## config.mk

```make
export PLATFORM = sky130hd
export DESIGN_NAME = instr_fetch_sequencer
export DESIGN_NICKNAME = d
export VERILOG_FILES = /design/src/rtl/fetch_seq_pkg.sv /design/src/rtl/fetch_opclass.sv /design/src/rtl/fetch_ring.sv /design/src/rtl/fetch_strobes.sv /design/src/rtl/fetch_handoff.sv /design/src/rtl/instr_fetch_sequencer.sv
export SDC_FILE = /design/constraint.sdc
export NUM_CORES = 1
export LEC_CHECK = 0
export ABC_CLOCK_PERIOD_IN_PS = 2300
export CORE_AREA = 8 8 45 47
export CTS_CLUSTER_SIZE = 10
export DETAILED_ROUTE_END_ITERATION = 6
export DIE_AREA = 0 0 53 55
export PLACE_DENSITY = 0.73
export SETUP_SLACK_MARGIN = 0.3
export SYNTH_ARGS = -nofsm -noshare
export SYNTH_HDL_FRONTEND = slang
export SYNTH_SLANG_ARGS = --single-unit
```

## constraint.sdc

```tcl
create_clock -name clk -period 2.3 [get_ports clk]
set_clock_uncertainty 0.05 [all_clocks]
set_input_delay 0.575 -clock clk [delete_from_list [all_inputs] [get_ports clk]]
set_output_delay 0.575 -clock clk [all_outputs]
set_load 0.005 [all_outputs]
```

## src/rtl/fetch_seq_pkg.sv

```systemverilog
// Shared constants and types for the instruction fetch sequencer.
// Assumes 5-bit opcodes and a six-step fetch ring.
package fetch_seq_pkg;
    localparam int OP_W     = 5;
    localparam int RING_LEN = 6;
    localparam int PAIRS    = RING_LEN / 2;

    // How many words follow the opcode and where the second word goes.
    typedef enum logic [1:0] {
        CLS_BARE    = 2'd0,   // opcode only
        CLS_OPERAND = 2'd1,   // opcode + operand address
        CLS_JUMP    = 2'd2,   // opcode + jump address
        CLS_COND    = 2'd3    // opcode + operand address + jump address
    } instr_class_e;

    localparam logic [OP_W-1:0] OPC_HALT = 5'b00000;
    localparam logic [OP_W-1:0] OPC_INC  = 5'b00001;
    localparam logic [OP_W-1:0] OPC_NOT  = 5'b00010;
    localparam logic [OP_W-1:0] OPC_JMP  = 5'b10000;
    localparam logic [OP_W-1:0] OPC_JEQ  = 5'b10001;
    localparam logic [OP_W-1:0] OPC_JNE  = 5'b10010;
    localparam logic [OP_W-1:0] OPC_JLT  = 5'b10100;
    localparam logic [OP_W-1:0] OPC_JGE  = 5'b10101;
    localparam logic [OP_W-1:0] OPC_JGT  = 5'b10110;
    localparam logic [OP_W-1:0] OPC_JLE  = 5'b10111;
endpackage

```

## src/rtl/fetch_opclass.sv

```systemverilog
// Opcode classifier: decodes the opcode word into a fetch class and holds it
// for the rest of the fetch. Assumes capture is high only in step 1.
module fetch_opclass
    import fetch_seq_pkg::*;
(
    input  logic            clk,
    input  logic            rst_n,
    input  logic            capture,
    input  logic [OP_W-1:0] opcode,
    output instr_class_e    cls
);
    instr_class_e cls_next;

    // Map an opcode to the number and kind of words that follow it.
    always_comb begin
        unique case (opcode)
            OPC_HALT, OPC_INC, OPC_NOT:                   cls_next = CLS_BARE;
            OPC_JMP:                                      cls_next = CLS_JUMP;
            OPC_JEQ, OPC_JNE, OPC_JLT,
            OPC_JGE, OPC_JGT, OPC_JLE:                    cls_next = CLS_COND;
            default:                                      cls_next = CLS_OPERAND;
        endcase
    end

    // Hold the class captured in step 1.
    always_ff @(posedge clk) begin
        if (!rst_n)       cls <= CLS_BARE;
        else if (capture) cls <= cls_next;
    end
endmodule

```

## src/rtl/fetch_ring.sv

```systemverilog
// One-hot ring of fetch steps. The MSB is step 1. The ring rotates toward
// the LSB when not held, and reloads step 1 on restart.
// Assumes restart and hold are never high together.
module fetch_ring #(
    parameter int LEN = 6
) (
    input  logic           clk,
    input  logic           rst_n,
    input  logic           hold,
    input  logic           restart,
    output logic [LEN-1:0] ring
);
    localparam logic [LEN-1:0] FIRST = {1'b1, {(LEN-1){1'b0}}};

    // Advance, reload or hold the step ring.
    always_ff @(posedge clk) begin
        if (!rst_n)       ring <= FIRST;
        else if (restart) ring <= FIRST;
        else if (!hold)   ring <= {ring[0], ring[LEN-1:1]};
    end
endmodule

```

## src/rtl/fetch_strobes.sv

```systemverilog
// Turns the step ring and the instruction class into the fetch strobes and
// the last-step flag. Odd steps read memory and even steps bump the PC.
// Assumes LEN is even and at least 6.
module fetch_strobes
    import fetch_seq_pkg::*;
#(
    parameter int LEN = 6
) (
    input  logic [LEN-1:0] ring,
    input  logic           active,
    input  instr_class_e   cls,
    output logic           pc_to_addr,
    output logic           pc_inc,
    output logic           opcode_wr,
    output logic           operand_wr,
    output logic           jump_wr,
    output logic           last_step
);
    localparam int NP = LEN / 2;

    logic [NP-1:0] addr_hit;
    logic [NP-1:0] inc_hit;

    for (genvar g = 0; g < NP; g++) begin : g_pair
        assign addr_hit[g] = ring[LEN-1-2*g];
        assign inc_hit[g]  = ring[LEN-2-2*g];
    end

    logic two_word;
    assign two_word = (cls == CLS_OPERAND) || (cls == CLS_JUMP);

    // Decode strobes for the current step.
    always_comb begin
        pc_to_addr = active & (|addr_hit);
        pc_inc     = active & (|inc_hit);
        opcode_wr  = active & addr_hit[0];
        operand_wr = active & addr_hit[1] & ((cls == CLS_OPERAND) || (cls == CLS_COND));
        jump_wr    = active & ((addr_hit[1] & (cls == CLS_JUMP)) |
                               (addr_hit[2] & (cls == CLS_COND)));
        last_step  = active & ((inc_hit[0] & (cls == CLS_BARE)) |
                               (inc_hit[1] & two_word) |
                               inc_hit[NP-1]);
    end
endmodule

```

## src/rtl/fetch_handoff.sv

```systemverilog
// Fetch/execute handshake: a stall flag set at the end of a fetch and cleared
// by resume, plus a one-cycle start pulse. The end of a fetch wins over resume.
module fetch_handoff (
    input  logic clk,
    input  logic rst_n,
    input  logic last_step,
    input  logic resume,
    output logic stalled,
    output logic exec_start
);
    // Maintain the stall flag and register the start pulse.
    always_ff @(posedge clk) begin
        if (!rst_n) begin
            stalled    <= 1'b0;
            exec_start <= 1'b0;
        end else begin
            exec_start <= last_step;
            if (last_step)             stalled <= 1'b1;
            else if (stalled && resume) stalled <= 1'b0;
        end
    end
endmodule

```

## src/rtl/instr_fetch_sequencer.sv

```systemverilog
// Variable-length instruction fetch sequencer. Combines the step ring, the
// opcode classifier, the strobe decoder and the execute handshake.
// Assumes the opcode is valid on fetch_word in the cycle opcode_wr is high.
module instr_fetch_sequencer
    import fetch_seq_pkg::*;
(
    input  logic                clk,
    input  logic                rst_n,
    input  logic [OP_W-1:0]     fetch_word,
    input  logic                fetch_resume,
    output logic [RING_LEN-1:0] fetch_step,
    output logic                fetch_stalled,
    output logic                exec_start,
    output logic                pc_to_addr,
    output logic                pc_inc,
    output logic                opcode_wr,
    output logic                operand_wr,
    output logic                jump_wr
);
    instr_class_e cls;
    logic         last_step;

    fetch_ring #(.LEN(RING_LEN)) u_ring (
        .clk     (clk),
        .rst_n   (rst_n),
        .hold    (fetch_stalled),
        .restart (last_step),
        .ring    (fetch_step)
    );

    fetch_opclass u_cls (
        .clk     (clk),
        .rst_n   (rst_n),
        .capture (opcode_wr),
        .opcode  (fetch_word),
        .cls     (cls)
    );

    fetch_strobes #(.LEN(RING_LEN)) u_strb (
        .ring       (fetch_step),
        .active     (~fetch_stalled),
        .cls        (cls),
        .pc_to_addr (pc_to_addr),
        .pc_inc     (pc_inc),
        .opcode_wr  (opcode_wr),
        .operand_wr (operand_wr),
        .jump_wr    (jump_wr),
        .last_step  (last_step)
    );

    fetch_handoff u_hs (
        .clk        (clk),
        .rst_n      (rst_n),
        .last_step  (last_step),
        .resume     (fetch_resume),
        .stalled    (fetch_stalled),
        .exec_start (exec_start)
    );
endmodule

```

Word-level counts from Yosys, hierarchy flattened

Memories as Yosys holds them, arrays and structs flattened. A register that Yosys moved wholly into a read port is not among the register bits.
Cells that the tools add are included.
W data, S select, Z words.

Register bits: 8
Latch bits: 0
RAM bits: 0
ROM bits: 64
Bits of input ports: 8
Output and inout bits: 13
Word-level logic and storage cells: 34
Memories: 1

Memories:

| name            | depth | bits a word | rd ports | clocked after memory_dff | write ports | RTL line            | RTL |
|---|---|---|---|---|---|---|---|
| (no name shown) | 32    | 2           | 1        | 1                        | 0           | fetch_opclass.sv:16 | `unique case (opcode)` |

Add/sub/neg operators: 0
Multiply operators: 0
Divide/modulo/power cells: 0
Order comparisons: 0
Equal/unequal tests: 3
Shift operators: 0
Multiplexer cells: 2
Bitwise gates (word level): 16
Reductions and logical operators: 9

Operators with widths:

| kind                 | number |
|---|---|
| $and A1 B1 Y1        | 11 |
| $reduce_or A3 Y1     | 2 |
| $eq A2 B2 Y1 const B | 2 |
| $or A1 B1 Y1         | 3 |
| $eq A2 B1 Y1 const B | 1 |
| $logic_not A2 Y1     | 1 |
| $logic_or A1 B1 Y1   | 2 |
| $mux W1              | 2 |
| $not A1 Y1           | 2 |
| $reduce_bool A2 Y1   | 1 |
| $reduce_or A2 Y1     | 1 |
| $logic_and A1 B1 Y1  | 1 |
| $logic_not A1 Y1     | 1 |

Logic depth before layout (Yosys ltp)

Depth in word-level cells: 7
Depth in mapped cells: 5
Gate-level depth less buffers: 5

Modules after synthesis

Synthesis repeated with hierarchy kept, for this count alone.

Cell total of the unflattened synthesis: 51
Area, all modules: 533.0 um^2

By module, submodules not included:

| module                | times used | cells an instance | area an instance (um^2) | sequential area each (um^2) |
|---|---|---|---|---|
| fetch_ring            | 1          | 20                | 231.5                   | 120.1 |
| fetch_strobes         | 1          | 14                | 126.4                   | 0.0 |
| fetch_opclass         | 1          | 11                | 103.8                   | 40.0 |
| fetch_handoff         | 1          | 5                 | 67.6                    | 40.0 |
| instr_fetch_sequencer | 1          | 1                 | 3.8                     | 0.0 |

Worst setup path before layout

Ideal clock, no wire load.

Path type: reg2reg
Start: register u_cls.cls[0]
End: register u_ring.ring[1]
Arrival time: 1.568 ns
Path slack: 0.612 ns
Stages on the path, launching flop included: 6
Buffers on the path: 0
Period minus slack after synthesis: 1.688 ns
Path through: dfxtp_1 > inv_1 > ha_1 > a221o_1 > or3b_1 > a21boi_1

Cells in the longest elaborated chain, start to end: 7

RTL lines:

| item                                         | RTL line            | RTL |
|---|---|---|
| start, declared                              | fetch_opclass.sv:10 | `output instr_class_e cls` |
| $eq A2 B1 Y1 or $eq A2 B2 Y1 (tied branches) | fetch_strobes.sv:30 | `assign two_word = (cls == CLS_OPERAND) \|\| (cls == CLS_JUMP);` |
| $logic_or A1 B1 Y1                           | fetch_strobes.sv:30 |  |
| $and A1 B1 Y1                                | fetch_strobes.sv:41 | `(inc_hit[1] & two_word) \|` |
| $or A1 B1 Y1 (*)                             | fetch_strobes.sv:40 | `last_step = active & ((inc_hit[0] & (cls == CLS_BARE)) \|` |
| $or A1 B1 Y1 (*)                             | fetch_strobes.sv:41 |  |
| $and A1 B1 Y1 (*)                            | fetch_strobes.sv:40 |  |
| $reduce_or A2 Y1 (no source line) (*)        | n/a                 |  |
| end signal, assigned                         | fetch_ring.sv:19    | `else if (!hold) ring <= {ring[0], ring[LEN-1:1]};` |
| end, declared                                | fetch_ring.sv:11    | `output logic [LEN-1:0] ring` |

Mark *: on every way between the ends. The rest lies on a longest branch, timed or not.
A chain may end at the register's enable or synchronous reset.

Final worst setup path

Start: register u_ring.ring[4]
End: output port pc_inc

Cells in the longest elaborated chain, start to end: 2

RTL lines:

| item             | RTL line                    | RTL |
|---|---|---|
| $reduce_or A3 Y1 | fetch_strobes.sv:35         | `pc_inc = active & (\|inc_hit);` |
| $and A1 B1 Y1    | fetch_strobes.sv:35         |  |
| end, declared    | instr_fetch_sequencer.sv:15 | `output logic pc_inc,` |

Every way passes these cells.

==> reports/results.tsv <==
metric	value	unit
hold_depth	2	
antenna_cells	0	
fin_setup_tns	0	ns
wl_per_cell	12.5	um
avgSynthCellArea	8.35	sq um
p_leak	0.318	nW
die_w	53	um
synth_ff_type	dfxtp_1	
seq_area	213	sq um
drt_iter0_drc	11	
grt_pass1_vias	445	
rows	14	
dieArea	2920	sq um
fp.dieH	55	um
layout.nets	97	
synth_edf_count	0	
p_seq_share	40.2	%
ys_top_cells_by_area	dfxtp_1 39%, ha_1 9.8%, o21ai_0 5.9%	
area_growth	55.0	%
synth_top_cell_by_area	dfxtp_1	
route.detailed.drc	0	
core-area	1380	sq um
grt_max_degree	15	
grt_pass1_wl	1910	um
worstPathArrival	1.31	ns
syn_area	509	sq um
clkPwrFrac	26.4	%
maxSlewHeadroom	72.4	%
insertion_delay	0.26	ns
startpoint_type	register	
synth_fp_nets	73	
drt-vias-per-instance	4.98	
power_switching	0.171	mW
async_reset_ff_share	0	%
postCtsSetupBuffers	0	
yosysMostFrequentCell	dfxtp_1	
max-cap-violations	0	
synthDistinctLibCells	22	
r2r_cells	5	
grtUsageTotal	9.15	%
period_needed	1.94	ns
routed_wl	1250	um
combPwrFrac	33.4	%
cts_root_buffer	clkbuf_4	
fmax	0.517	GHz
cts.clk_slew.worst_paths	0.06	ns
setup_slack	0.364	ns
worstSetupEndpointType	output pin	
ios	21	
rsz0062_at_grt	yes	
gp_congestion	0.711	
dpl.hpwl	937	um
drt_pass1_iterations	4	
antenna_found_initial	0	
drive_above_1_share	20.2	%
nFillCells	134	
layout.cells.non_filler	100	
post-route-period-util	84.2	%
place_ws	0.381	ns
p_int	0.422	mW
switching_share	28.9	%
status	complete, no violations	
ant_nets	0	
multiInputGateArea	294	sq um
cp.required	1.67	ns
overflow	0	
netlist_instances	61	
htreeDepth	1	
power_density	751	nW/um^2
path_max_fanout	5	
cts_made_buffers	3	
cts_tree	built	
worst_pin_slew	0.413	ns
port_buffers	20	
finalSetupViolCount	0	
ys_ff_latch	10	
via_count	498	
ctsLongestPathBuffers	2	
ys_seq_area_share	39.3	%
slew_viol_final	0	
crit_type	register to output pin	
synth_warnings	0	
hold_path.class	register to register	
hold_viol_final	0	
synthTopCellsByCount	10 x dfxtp_1, 7 x nor2_1, 6 x o21ai_0, 5 x nand2_1, 4 x ha_1	
cts.sinks	10	
ir_drop	420	uV
synth_top_area_share	39.3	%
initial_utilization	36.8	%
dp_cells	96	
## flip-flops by register name, indices dropped and copies added, names as in the netlist
signal and cells:
u_ring.ring 6, u_cls.cls 2, u_hs.exec_start 1, u_hs.stalled 1
## repair_timing
action,CTS,global route
cloned,0,0
hold buffers,0,0
endpoints found under the setup margin,6,5
resized for setup,6,8
## metrics by stage
stage	utilization [%]	total power, mW	hold slack [ns]	instance area (sq um)
after floorplan	-	0.316	0.440	509
after global placement	53.0	0.431	0.461	733
after detailed placement	53.0	0.436	0.463	733
after CTS	55.9	0.602	0.459	773
after global routing	57.1	0.642	0.496	790
final	57.1	0.593	0.452	790
## critical path, stage by stage, from the launching register on
cell and delay (ns):
dfxtp_1 0.40, nor3_1 0.06, nor2_1 0.08, clkdlybuf4s50_1 0.50
## power groups by stage
stage          registers (mW)  clock network [mW]  logic [mW]
2_1_floorplan           0.221                   0      0.0947
3_3_place_gp            0.234                   0       0.198
3_5_place_dp            0.236                   0       0.200
4_1_cts                 0.235               0.165       0.202
5_1_grt                 0.244               0.179       0.219
6_report                0.238               0.157       0.198
## routing by layer
| layer | GRT usage, % | wire length [um] | vias up |
|---|---|---|---|
| li1 | - | - | 258 |
| met1 | 11.2 | 587 | 222 |
| met2 | 12.7 | 552 | 16 |
| met3 | 2.14 | 90 | 2 |
| met4 | 9.05 | 19 | 0 |
| met5 | 0 | 0 | - |
## final timing paths
kind / from / endpoint / slack [ns]
worst max-delay path: u_ring.ring[4] / pc_inc / 0.36
worst min-delay path: u_ring.ring[0] / u_ring.ring[0] / 0.45
worst max register to register: u_cls.cls[0] / u_ring.ring[1] / 0.53
worst min register to register: u_ring.ring[0] / u_ring.ring[0] / 0.45
## cells by family (layout without fill, tap and decap cells)
kind of cell	after synthesis	after routing	synth area share (%)
adder cells (fa/ha/maj)	4	4	9.83
flip-flops	10	10	39.3
AO/OA/AOI/OAI	14	14	18.2
AND/OR/NAND/NOR	27	27	28.3
buffers and inverters	6	29	4.42
## placed cells by master (no fill, tap or decap), types with 2 or more instances in the layout
master and n:
buf_4 2, clkbuf_4 3, clkdlybuf4s50_1 17, dfxtp_1 2, dfxtp_2 7, dlygate4sd2_1 2, ha_1 4, inv_1 3
nand2_1 5, nand3_1 3, nand3b_1 2, nor2_1 7, nor2b_1 2, nor3_1 2, nor3b_1 2, o21ai_0 6
## cell type report
| class | count | share of cell area [%] |
|---|---|---|
| flip-flops and latches | 10 | 26.9 |
| repair buffers | 22 | 27.3 |
| clock buffers | 4 | 4.60 |
| inverters | 3 | 1.43 |
| multi-input cells | 45 | 37.2 |
| well taps | 16 | 2.54 |
No activity file was read; power rests on OpenSTA's default activity.
